### config.mk
export PLATFORM = sky130hd
export DESIGN_NAME = sck_rate_gen
export DESIGN_NICKNAME = d
export VERILOG_FILES = /design/src/rtl/sck_gen_pkg.sv /design/src/rtl/rate_decode.sv /design/src/rtl/half_timer.sv /design/src/rtl/sck_rate_gen.sv
export SDC_FILE = /design/constraint.sdc
export NUM_CORES = 1
export LEC_CHECK = 0
export BUFFER_PORTS_ARGS = -buffer_cell sky130_fd_sc_hd__buf_2
export CAP_MARGIN = 20
export CORE_UTILIZATION = 50
export CTS_BUF_LIST = sky130_fd_sc_hd__clkbuf_8 sky130_fd_sc_hd__clkbuf_16
export CTS_CLUSTER_DIAMETER = 150
export DETAILED_ROUTE_END_ITERATION = 16
export PLACE_DENSITY = 0.66
export RECOVER_POWER = 50
export SLEW_MARGIN = 15
export SYNTH_ARGS = -nofsm -noshare
export SYNTH_HDL_FRONTEND = slang
export SYNTH_SLANG_ARGS = --single-unit
### constraint.sdc
create_clock -name clk -period 8.8 [get_ports clk]
set_clock_uncertainty 0.15 [all_clocks]
set_input_delay 0.44 -clock clk [delete_from_list [all_inputs] [get_ports clk]]
set_output_delay 0.44 -clock clk [all_outputs]
set_load 0.05 [all_outputs]
### src/rtl/sck_gen_pkg.sv
package sck_gen_pkg;

    typedef enum logic [1:0] {
        ST_IDLE  = 2'd0,
        ST_LEAD  = 2'd1,
        ST_TRAIL = 2'd2
    } sck_state_e;

    // Prescaler factor: odd primes above the first entry.
    function automatic int unsigned pre_div(input int unsigned code);
        case (code)
            0:       return 2;
            1:       return 3;
            2:       return 5;
            default: return 7;
        endcase
    endfunction

    // Scaler factor: linear steps for the lowest three codes, then powers of two.
    function automatic int unsigned scl_div(input int unsigned code);
        if (code < 3)
            return 2 * (code + 1);
        return 32'd1 << code;
    endfunction

endpackage

### src/rtl/rate_decode.sv
module rate_decode #(
    parameter int PRE_W = 2,
    parameter int SCL_W = 4,
    parameter int CNT_W = 18
) (
    input  logic [PRE_W-1:0] pre_code,
    input  logic [SCL_W-1:0] scl_code,
    input  logic             dbl_rate,
    output logic [CNT_W-1:0] lead_len,
    output logic [CNT_W-1:0] trail_len
);
    import sck_gen_pkg::*;

    int unsigned period;

    always_comb begin
        period = pre_div(32'(pre_code)) * scl_div(32'(scl_code));
        if (dbl_rate)
            period = period >> 1;
        // Odd periods give the extra clock to the leading phase.
        lead_len  = CNT_W'(period - (period >> 1));
        trail_len = CNT_W'(period >> 1);
    end

    // Every phase must last at least one clock (R5 shortest period).
    always_comb begin
        a_len_nonzero_r5: assert (lead_len != '0);
    end

endmodule

### src/rtl/half_timer.sv
module half_timer #(
    parameter int CNT_W = 18
) (
    input  logic             clk,
    input  logic             rst,
    input  logic             load,
    input  logic [CNT_W-1:0] load_val,
    output logic             expired
);
    logic [CNT_W-1:0] cnt_q;

    always_ff @(posedge clk) begin
        if (rst)
            cnt_q <= '0;
        else if (load)
            cnt_q <= load_val - 1'b1;
        else if (cnt_q != '0)
            cnt_q <= cnt_q - 1'b1;
    end

    assign expired = (cnt_q == '0);

    p_count_down_r6: assert property (@(posedge clk) disable iff (rst)
        (!load && cnt_q != '0) |=> (cnt_q == $past(cnt_q) - 1'b1));

    p_load_value_r6: assert property (@(posedge clk) disable iff (rst)
        load |=> (cnt_q == $past(load_val) - 1'b1));

endmodule

### src/rtl/sck_rate_gen.sv
module sck_rate_gen #(
    parameter int PRE_W = 2,
    parameter int SCL_W = 4
) (
    input  logic             clk,
    input  logic             rst,
    input  logic             run,
    input  logic [PRE_W-1:0] pre_code,
    input  logic [SCL_W-1:0] scl_code,
    input  logic             dbl_rate,
    input  logic             cpol,
    output logic             sck,
    output logic             launch,
    output logic             sample
);
    import sck_gen_pkg::*;

    // Widest product: factor 7 (3 bits) times the largest scaler power.
    localparam int CNT_W = 3 + (2 ** SCL_W) - 1;

    sck_state_e       state_q, state_d;
    logic [PRE_W-1:0] pre_q;
    logic [SCL_W-1:0] scl_q;
    logic             dbl_q;
    logic             cpol_q;

    logic [PRE_W-1:0] pre_sel;
    logic [SCL_W-1:0] scl_sel;
    logic             dbl_sel;
    logic             pol_sel;
    logic [CNT_W-1:0] lead_len, trail_len;
    logic             expired;
    logic             enter_lead, enter_trail;
    logic             frame_start;

    // Settings come from the pins only while idle; captured values rule a frame.
    assign frame_start = (state_q == ST_IDLE) && run;
    assign pre_sel = (state_q == ST_IDLE) ? pre_code : pre_q;
    assign scl_sel = (state_q == ST_IDLE) ? scl_code : scl_q;
    assign dbl_sel = (state_q == ST_IDLE) ? dbl_rate : dbl_q;
    assign pol_sel = (state_q == ST_IDLE) ? cpol     : cpol_q;

    rate_decode #(
        .PRE_W (PRE_W),
        .SCL_W (SCL_W),
        .CNT_W (CNT_W)
    ) u_decode (
        .pre_code  (pre_sel),
        .scl_code  (scl_sel),
        .dbl_rate  (dbl_sel),
        .lead_len  (lead_len),
        .trail_len (trail_len)
    );

    // Next-state logic.
    always_comb begin
        state_d = state_q;
        unique case (state_q)
            ST_IDLE:  state_d = run ? ST_LEAD : ST_IDLE;
            ST_LEAD:  state_d = !run ? ST_IDLE : (expired ? ST_TRAIL : ST_LEAD);
            ST_TRAIL: state_d = !run ? ST_IDLE : (expired ? ST_LEAD : ST_TRAIL);
            default:  state_d = ST_IDLE;
        endcase
    end

    assign enter_lead  = (state_d == ST_LEAD)  && (state_q != ST_LEAD);
    assign enter_trail = (state_d == ST_TRAIL) && (state_q == ST_LEAD);

    half_timer #(
        .CNT_W (CNT_W)
    ) u_timer (
        .clk      (clk),
        .rst      (rst),
        .load     (enter_lead || enter_trail),
        .load_val (enter_lead ? lead_len : trail_len),
        .expired  (expired)
    );

    // State register.
    always_ff @(posedge clk) begin
        if (rst)
            state_q <= ST_IDLE;
        else
            state_q <= state_d;
    end

    // Frame configuration capture.
    always_ff @(posedge clk) begin
        if (rst) begin
            pre_q  <= '0;
            scl_q  <= '0;
            dbl_q  <= 1'b0;
            cpol_q <= 1'b0;
        end else if (frame_start) begin
            pre_q  <= pre_code;
            scl_q  <= scl_code;
            dbl_q  <= dbl_rate;
            cpol_q <= cpol;
        end
    end

    // Registered outputs.
    always_ff @(posedge clk) begin
        if (rst) begin
            sck    <= cpol;
            launch <= 1'b0;
            sample <= 1'b0;
        end else begin
            unique case (state_d)
                ST_LEAD:  sck <= !pol_sel;
                ST_TRAIL: sck <= pol_sel;
                default:  sck <= cpol;
            endcase
            launch <= enter_lead;
            sample <= enter_trail;
        end
    end

    p_idle_when_stopped_r2: assert property (@(posedge clk) disable iff (rst)
        !run |=> (sck == $past(cpol) && !launch && !sample));

    p_strobe_exclusive_r7: assert property (@(posedge clk) disable iff (rst)
        !(launch && sample));

    p_launch_on_edge_r7: assert property (@(posedge clk) disable iff (rst)
        launch |-> (sck != $past(sck)));

    p_sample_on_edge_r7: assert property (@(posedge clk) disable iff (rst)
        sample |-> (sck != $past(sck)));

    p_cfg_hold_r9: assert property (@(posedge clk) disable iff (rst)
        (state_q != ST_IDLE) |=> ($stable(pre_q) && $stable(scl_q) && $stable(dbl_q) && $stable(cpol_q)));

    p_active_level_r11: assert property (@(posedge clk) disable iff (rst)
        launch |-> (sck == !cpol_q));

endmodule

# Word-level counts from Yosys, hierarchy flattened
# Cells that the tools add are included.
[totals]
ramBits = 0
register_bits = 31
output_inout_bits = 3
latch_bits = 0
mem_count = 0
romBits = 0
in_bits = 11
[classes]
n_mux = 20
n_reduce_logical = 10
eq_ne = 7
addsub = 4
multipliers = 1
order_cmp = 1
bitwise_logic = 0
div_mod_pow = 0
shifts = 1
[ops]
columns = ["op", "n"]
rows = [
  ["two-way mux 32 bit", 2],
  ["two-way mux 18 bit", 3],
  ["subtractor 18 x 1 -> 18 bit, second input constant", 2],
  ["multiplier 3 x 32 -> 20 bit", 1],
  ["<< shifter 1 x 4 -> 32 bit, first input constant", 1],
  ["two-way mux 19 bit", 1],
  ["logical NOT 18 bit", 1],
  ["nonzero test 18 bit", 1],
  ["subtractor 18 bit", 1],
  ["two-way mux 2 bit", 5],
  ["one-hot mux 3 bit (3 select lines)", 1],
  ["== test 2 x 1 -> 1 bit, second input constant", 3],
  ["== test 2 bit, second input constant", 3],
  ["one-hot mux 2 bit (3 select lines)", 1],
  ["adder 4 x 1 -> 5 bit, second input constant", 1],
  ["two-way mux 1 bit", 5],
  ["logical NOT 2 bit", 2],
  ["< comparator 4 x 2 -> 1 bit, second input constant", 1],
  ["two-way mux 4 bit", 1],
  ["logical AND 1 bit", 3],
  ["!= test 2 x 1 -> 1 bit, second input constant", 1],
  ["one-hot mux 1 bit (2 select lines)", 1],
  ["nonzero test 2 bit", 1],
  ["logical NOT 1 bit", 1],
  ["logical OR 1 bit", 1],
]

# Depth between registers and ports, before layout
[depth]
ltp_word = 11
mapped_depth = 29
ltp_nobuf = 28

# By module
# A second synthesis with hierarchy kept.
[hier_totals]
hier_cells = 620
hier_area_um2 = 4939.7
[by_module_without_submodules]
columns = ["module", "area_each_um2", "cells_per_inst", "n_inst"]
rows = [
  ["rate_decode", 2865.2, 403, 1],
  ["half_timer", 1193.6, 130, 1],
  ["sck_rate_gen", 880.8, 87, 1],
]

# Worst setup path after synthesis
# No wires, ideal clock.
[synth_path]
path_kind = "register to register"
start = "register state_q[0]"
end = "register u_timer.cnt_q[16]"
t_arrival_ps = 6230
required_time_ps = 8579
slack_ps = 2350
stages_incl_launch_ff = 27
setup_time_ps = 71
path_buffers = 2
period_less_slack_ps = 6450
path_cell_list = "dfxtp_1 > nor2_4 > clkbuf_1 > mux2i_1 > nand2b_1 > clkbuf_1 > nand2_1 > fa_1 > fa_1 > nand2b_1 > a21o_1 > nand2_1 > xor2_1 > mux2_2 > inv_1 > ha_1 > nand4_1 > a21oi_1 > o41ai_2 > o21bai_1 > a2111oi_0 > a311oi_1 > a31oi_1 > xor2_1 > a221oi_1 > or4b_1 > a21oi_1"
[synth_between]
elab_chain_cells = 11
word_cells_on_any_way = 30
classes_between = "add/sub (3); mul (1); order compare (1); eq/ne (7); shift (1); mux (11); reduce/logical (6)"
[synth_rtl]
columns = ["item", "line", "text"]
rows = [
  ["start, declared", "sck_rate_gen.sv:21", "sck_state_e state_q, state_d;"],
  ["start signal, assigned", "sck_rate_gen.sv:84", "state_q <= state_d;"],
  ["logical NOT 2 bit", "n/a", ""],
  ["two-way mux 4 bit", "sck_rate_gen.sv:39", "assign scl_sel = (state_q == ST_IDLE) ? scl_code : scl_q;"],
  ["adder 4 x 1 -> 5 bit or < comparator 4 x 2 -> 1 bit (tied branches)", "sck_gen_pkg.sv:22, sck_gen_pkg.sv:21", ""],
  ["two-way mux 32 bit or two-way mux 1 bit (tied branches)", "sck_gen_pkg.sv:21", "if (code < 3)"],
  ["two-way mux 32 bit", "sck_gen_pkg.sv:23", "return 32'd1 << code;"],
  ["multiplier 3 x 32 -> 20 bit", "rate_decode.sv:17", "period = pre_div(32'(pre_code)) * scl_div(32'(scl_code));"],
  ["two-way mux 19 bit", "rate_decode.sv:18", "if (dbl_rate)"],
  ["subtractor 18 bit", "rate_decode.sv:21", "lead_len = CNT_W'(period - (period >> 1));"],
  ["two-way mux 18 bit", "sck_rate_gen.sv:75", ".load_val (enter_lead ? lead_len : trail_len),"],
  ["subtractor 18 x 1 -> 18 bit", "half_timer.sv:16", "cnt_q <= load_val - 1'b1;"],
  ["two-way mux 18 bit", "half_timer.sv:15", "else if (load)"],
  ["end signal, assigned", "half_timer.sv:16", ""],
  ["end signal, assigned", "half_timer.sv:18", "cnt_q <= cnt_q - 1'b1;"],
  ["end, declared", "half_timer.sv:10", "logic [CNT_W-1:0] cnt_q;"],
]
# Parallel ways exist; a longest one is shown, timed or not.
# A chain may end at the register's enable or synchronous reset.

# Worst setup path in the final report
[layout_path]
start = "register state_q[0]"
end = "register u_timer.cnt_q[17]"
# The elaborated chain is that of the path after synthesis.

==> qor.yml <==
power:
  power_density_nw_per_um2: 173.3
  p_leak_nw: 2.210
  peakVddDrop_uv: 116.5
  power_mw: 0.8807
synthesis:
  synth_top_family_by_area: "simple AND/OR/NAND/NOR gates"
  synth_compound_area_share_pct: 27.66
  synthFlopType: "dfxtp_1"
  synth_seq_cells: 31
  ys_warn_count: 0
  synth_area_um2: 4840
  synth_edf_count: 0
  synth-async-reset-ratio_pct: 0
  yosysUniqueCellTypes: 83
  yosysSeqAreaShare_pct: 12.82
  synth_xor_area_share_pct: 5.248
  syn_area_per_cell_um2: 7.267
  syn_inst: 666
  synth_mux_area_share_pct: 3.542
  synth-simple-area-share_pct: 27.71
  synthAdderAreaFrac_pct: 16.44
clocking:
  numCtsBuffers: 5
  clk_pin_slew_ns: 0.08
  htreeDepth: 2
  cts_sinks: 31
  clockRootBuffer: "clkbuf_8"
  post_cts_buffers: 0
  ctsResizeCount: 0
  clock_path_buffers: 2
  hold_buffers: 0
  clock_latency_ns: 0.29
  cts_tree: "yes"
finish:
  final_common_cell: "nand2_1"
  finalNonFillerCells: 796
  final_net_count: 731
  postLayoutCoreUtil_pct: 54.47
  final-seq-area_um2: 620.6
  drive_gt1_share_pct: 8.396
  mostFrequentLayoutCells: "96 x nand2_1, 58 x inv_1, 58 x nor2_1, 47 x a21oi_1, 38 x ha_1"
  multi_input_area_um2: 3909
  antenna_cells: 0
  syn_to_final_growth_pct: 4.990
  nFillCells: 915
status:
  status: "finished clean"
timing:
  final_max_slew_viol_count: 0
  setup_ws_ns: 1.139
  tightestPinTransition_ns: 0.9428
  rsz0062_at_grt: "no"
  setup_violations: 0
  fin_crit_sh_pct: 87.06
  timing.setup.tns_ns: 0
  max_freq_mhz: 130.5
  period_minus_slack_ns: 7.661
  finalHoldViolations: 0
  max-slew-margin-rel_pct: 36.91
worst_setup_path:
  start_kind: "flip-flop"
  path_class: "flip-flop to flip-flop"
  slowest_delay_ns: 0.61
  r2r_slack_ns: 1.14
  cp_num_buf_inv: 1
  cpLargestDelayFamily: "compound AO/OA/AOI/OAI gates"
  critPathSlowestCell: "o41ai_2"
  cp_cell_sequence: "nor2_4 -> mux2_2 -> nand2b_1 -> nand2_1 -> fa_1 -> inv_1 -> ha_1 -> a21oi_2 -> mux2i_1 -> nand4_1 -> or2_2 -> a21boi_0 -> ha_1 -> o41ai_2 -> o21bai_1 -> a2111oi_0 -> a311oi_1 -> a31oi_1 -> xor2_1 -> a221oi_1 -> o21ai_0 -> o31ai_1 -> nor3b_1"
  required_ns: 8.86
  arrival_ns: 7.72
  cp_common_cell: "ha_1"
  reg2reg_to: "u_timer.cnt_q[17]"
  end_kind: "flip-flop"
  worst-path-max-fanout: 19
  worstRegToRegCells: 23
  r2r_start: "state_q[0]"
detailed_routing:
  vias: 4724
  wl_mm: 11.91
  drc: 0
  antenna_left: 0
  viasPerCell: 5.935
  post_drt_wl_per_cell_um: 14.96
  drt-initial-drc-count: 228
  dr.pass1.iters: 5
run:
  drv_cap: 0
global_routing:
  grt-ovfl-total: 0
  grtUsageTotal_pct: 25.05
  grt_max_degree: 33
  grt_pass1_wl_mm: 20.70
  antenna_found_initial: 0
  grt_pass1_vias: 4593
worst_hold_path:
  holdCritStartpoint: "scl_code[1]"
  hold_end: "scl_q[1]"
  whs_path_depth: 3
  hold_path_class: "input pin to flip-flop"
place:
  post-dp-hpwl_mm: 9.616
  place_congestion: 0.8362
  pre_cts_ws_ns: 1.324
  dp.cells: 788
  port_buffers: 13
die:
  io_pins: 14
  die_x_um: 100.4
  coreArea_um2: 9328
  rows: 35
  fp.dieArea_um2: 10080
  die_y_um: 100.4
  initial_utilization_pct: 51.88
## worst reg2reg max path: stages, from the launching register on
cell and delay (ns):
dfxtp_1 0.36, nor2_4 0.41, mux2_2 0.45, nand2b_1 0.49, nand2_1 0.13, fa_1 0.50, inv_1 0.04, ha_1 0.44
a21oi_2 0.36, mux2i_1 0.23, nand4_1 0.24, or2_2 0.40, a21boi_0 0.18, ha_1 0.29, o41ai_2 0.61, o21bai_1 0.20
a2111oi_0 0.09, a311oi_1 0.42, a31oi_1 0.20, xor2_1 0.19, a221oi_1 0.49, o21ai_0 0.24, o31ai_1 0.25, nor3b_1 0.19
## worst max-delay path by stage
stage                     startpoint           endpoint  slack [ns]  cells past startpoint
after floorplan           state_q[0]  u_timer.cnt_q[16]        2.35                     26
after global placement    state_q[0]  u_timer.cnt_q[16]        1.62                     22
after detailed placement  state_q[0]  u_timer.cnt_q[17]        1.32                     23
after CTS                 state_q[0]  u_timer.cnt_q[17]        1.29                     23
after global routing      state_q[0]  u_timer.cnt_q[17]        0.53                     23
final                     state_q[0]  u_timer.cnt_q[17]        1.14                     23
## registers in the layout, summed over array words and instances (netlist names)
name and flops:
launch 1, u_timer.cnt_q 18, state_q 2, dbl_q 1
sck 1, cpol_q 1, pre_q 2, sample 1
scl_q 4
## Yosys cell counts (all sizes together) (4+ instances only)
master / n / area share, %
xor2: 10 / 1.8
nand3: 17 / 1.8
clkbuf: 14 / 1.1
o221ai: 5 / 0.90
or3: 10 / 1.4
o22ai: 4 / 0.65
ha: 38 / 9.8
nor3: 13 / 1.4
nor2: 59 / 4.7
and2: 8 / 1.0
o2111ai: 4 / 0.72
dfxtp: 31 / 13
a21oi: 52 / 5.9
inv: 58 / 4.5
nor3b: 5 / 0.78
o21ai: 32 / 3.4
xnor2: 19 / 3.4
o211ai: 7 / 1.5
a21o: 11 / 1.7
and3: 8 / 1.0
or2: 8 / 1.0
nand2b: 14 / 1.8
nor2b: 8 / 1.0
a211oi: 6 / 1.2
fa: 16 / 6.6
nor4: 12 / 1.6
buf: 8 / 0.90
o21a: 5 / 0.78
a221oi: 8 / 1.4
o211a: 4 / 0.83
a311oi: 5 / 1.5
a31oi: 8 / 1.0
mux2i: 13 / 2.8
nand2: 96 / 7.4
## through the flow
stage / hold slack, ns / area [um2]
after global routing: 0.2395 / 5081
after CTS: 0.2376 / 5085
after floorplan: 0.2796 / 4843
after global placement: 0.2924 / 4981
final: 0.2534 / 5081
after detailed placement: 0.2964 / 4981
## routing by layer
layer	routed length [um]	global-route usage [%]	vias to the layer above	part of all wire, %
met1	5709	32.75	2222	48
met4	185	7.135	0	1.6
met2	5647	43.41	95	47
met5	0	0	-	0
li1	-	-	2386	-
met3	363	2.855	21	3.0
## kinds of logic after synthesis
logic type | Yosys count
xor+xnor | 29
mux | 16
compound gates | 183
buf+inv | 80
flops | 31
fa+ha+maj | 54
simple gates | 272
other cells | 1
## cell type report
class	instances	area share [%]
well taps	129	3.177
flip-flops and latches	31	12.21
multi-input cells	556	76.93
clock inverters	1	0.1477
inverters	58	4.285
repair buffers	14	1.354
clock buffers	7	1.896
## report_power, final
| group | total [mW] | switching [mW] | internal, mW |
|---|---|---|---|
| Sequential | 0.196 | 0.0221 | 0.174 |
| Combinational | 0.554 | 0.325 | 0.228 |
| Clock | 0.131 | 0.0601 | 0.0712 |
No activity file was read; power rests on OpenSTA's default activity.
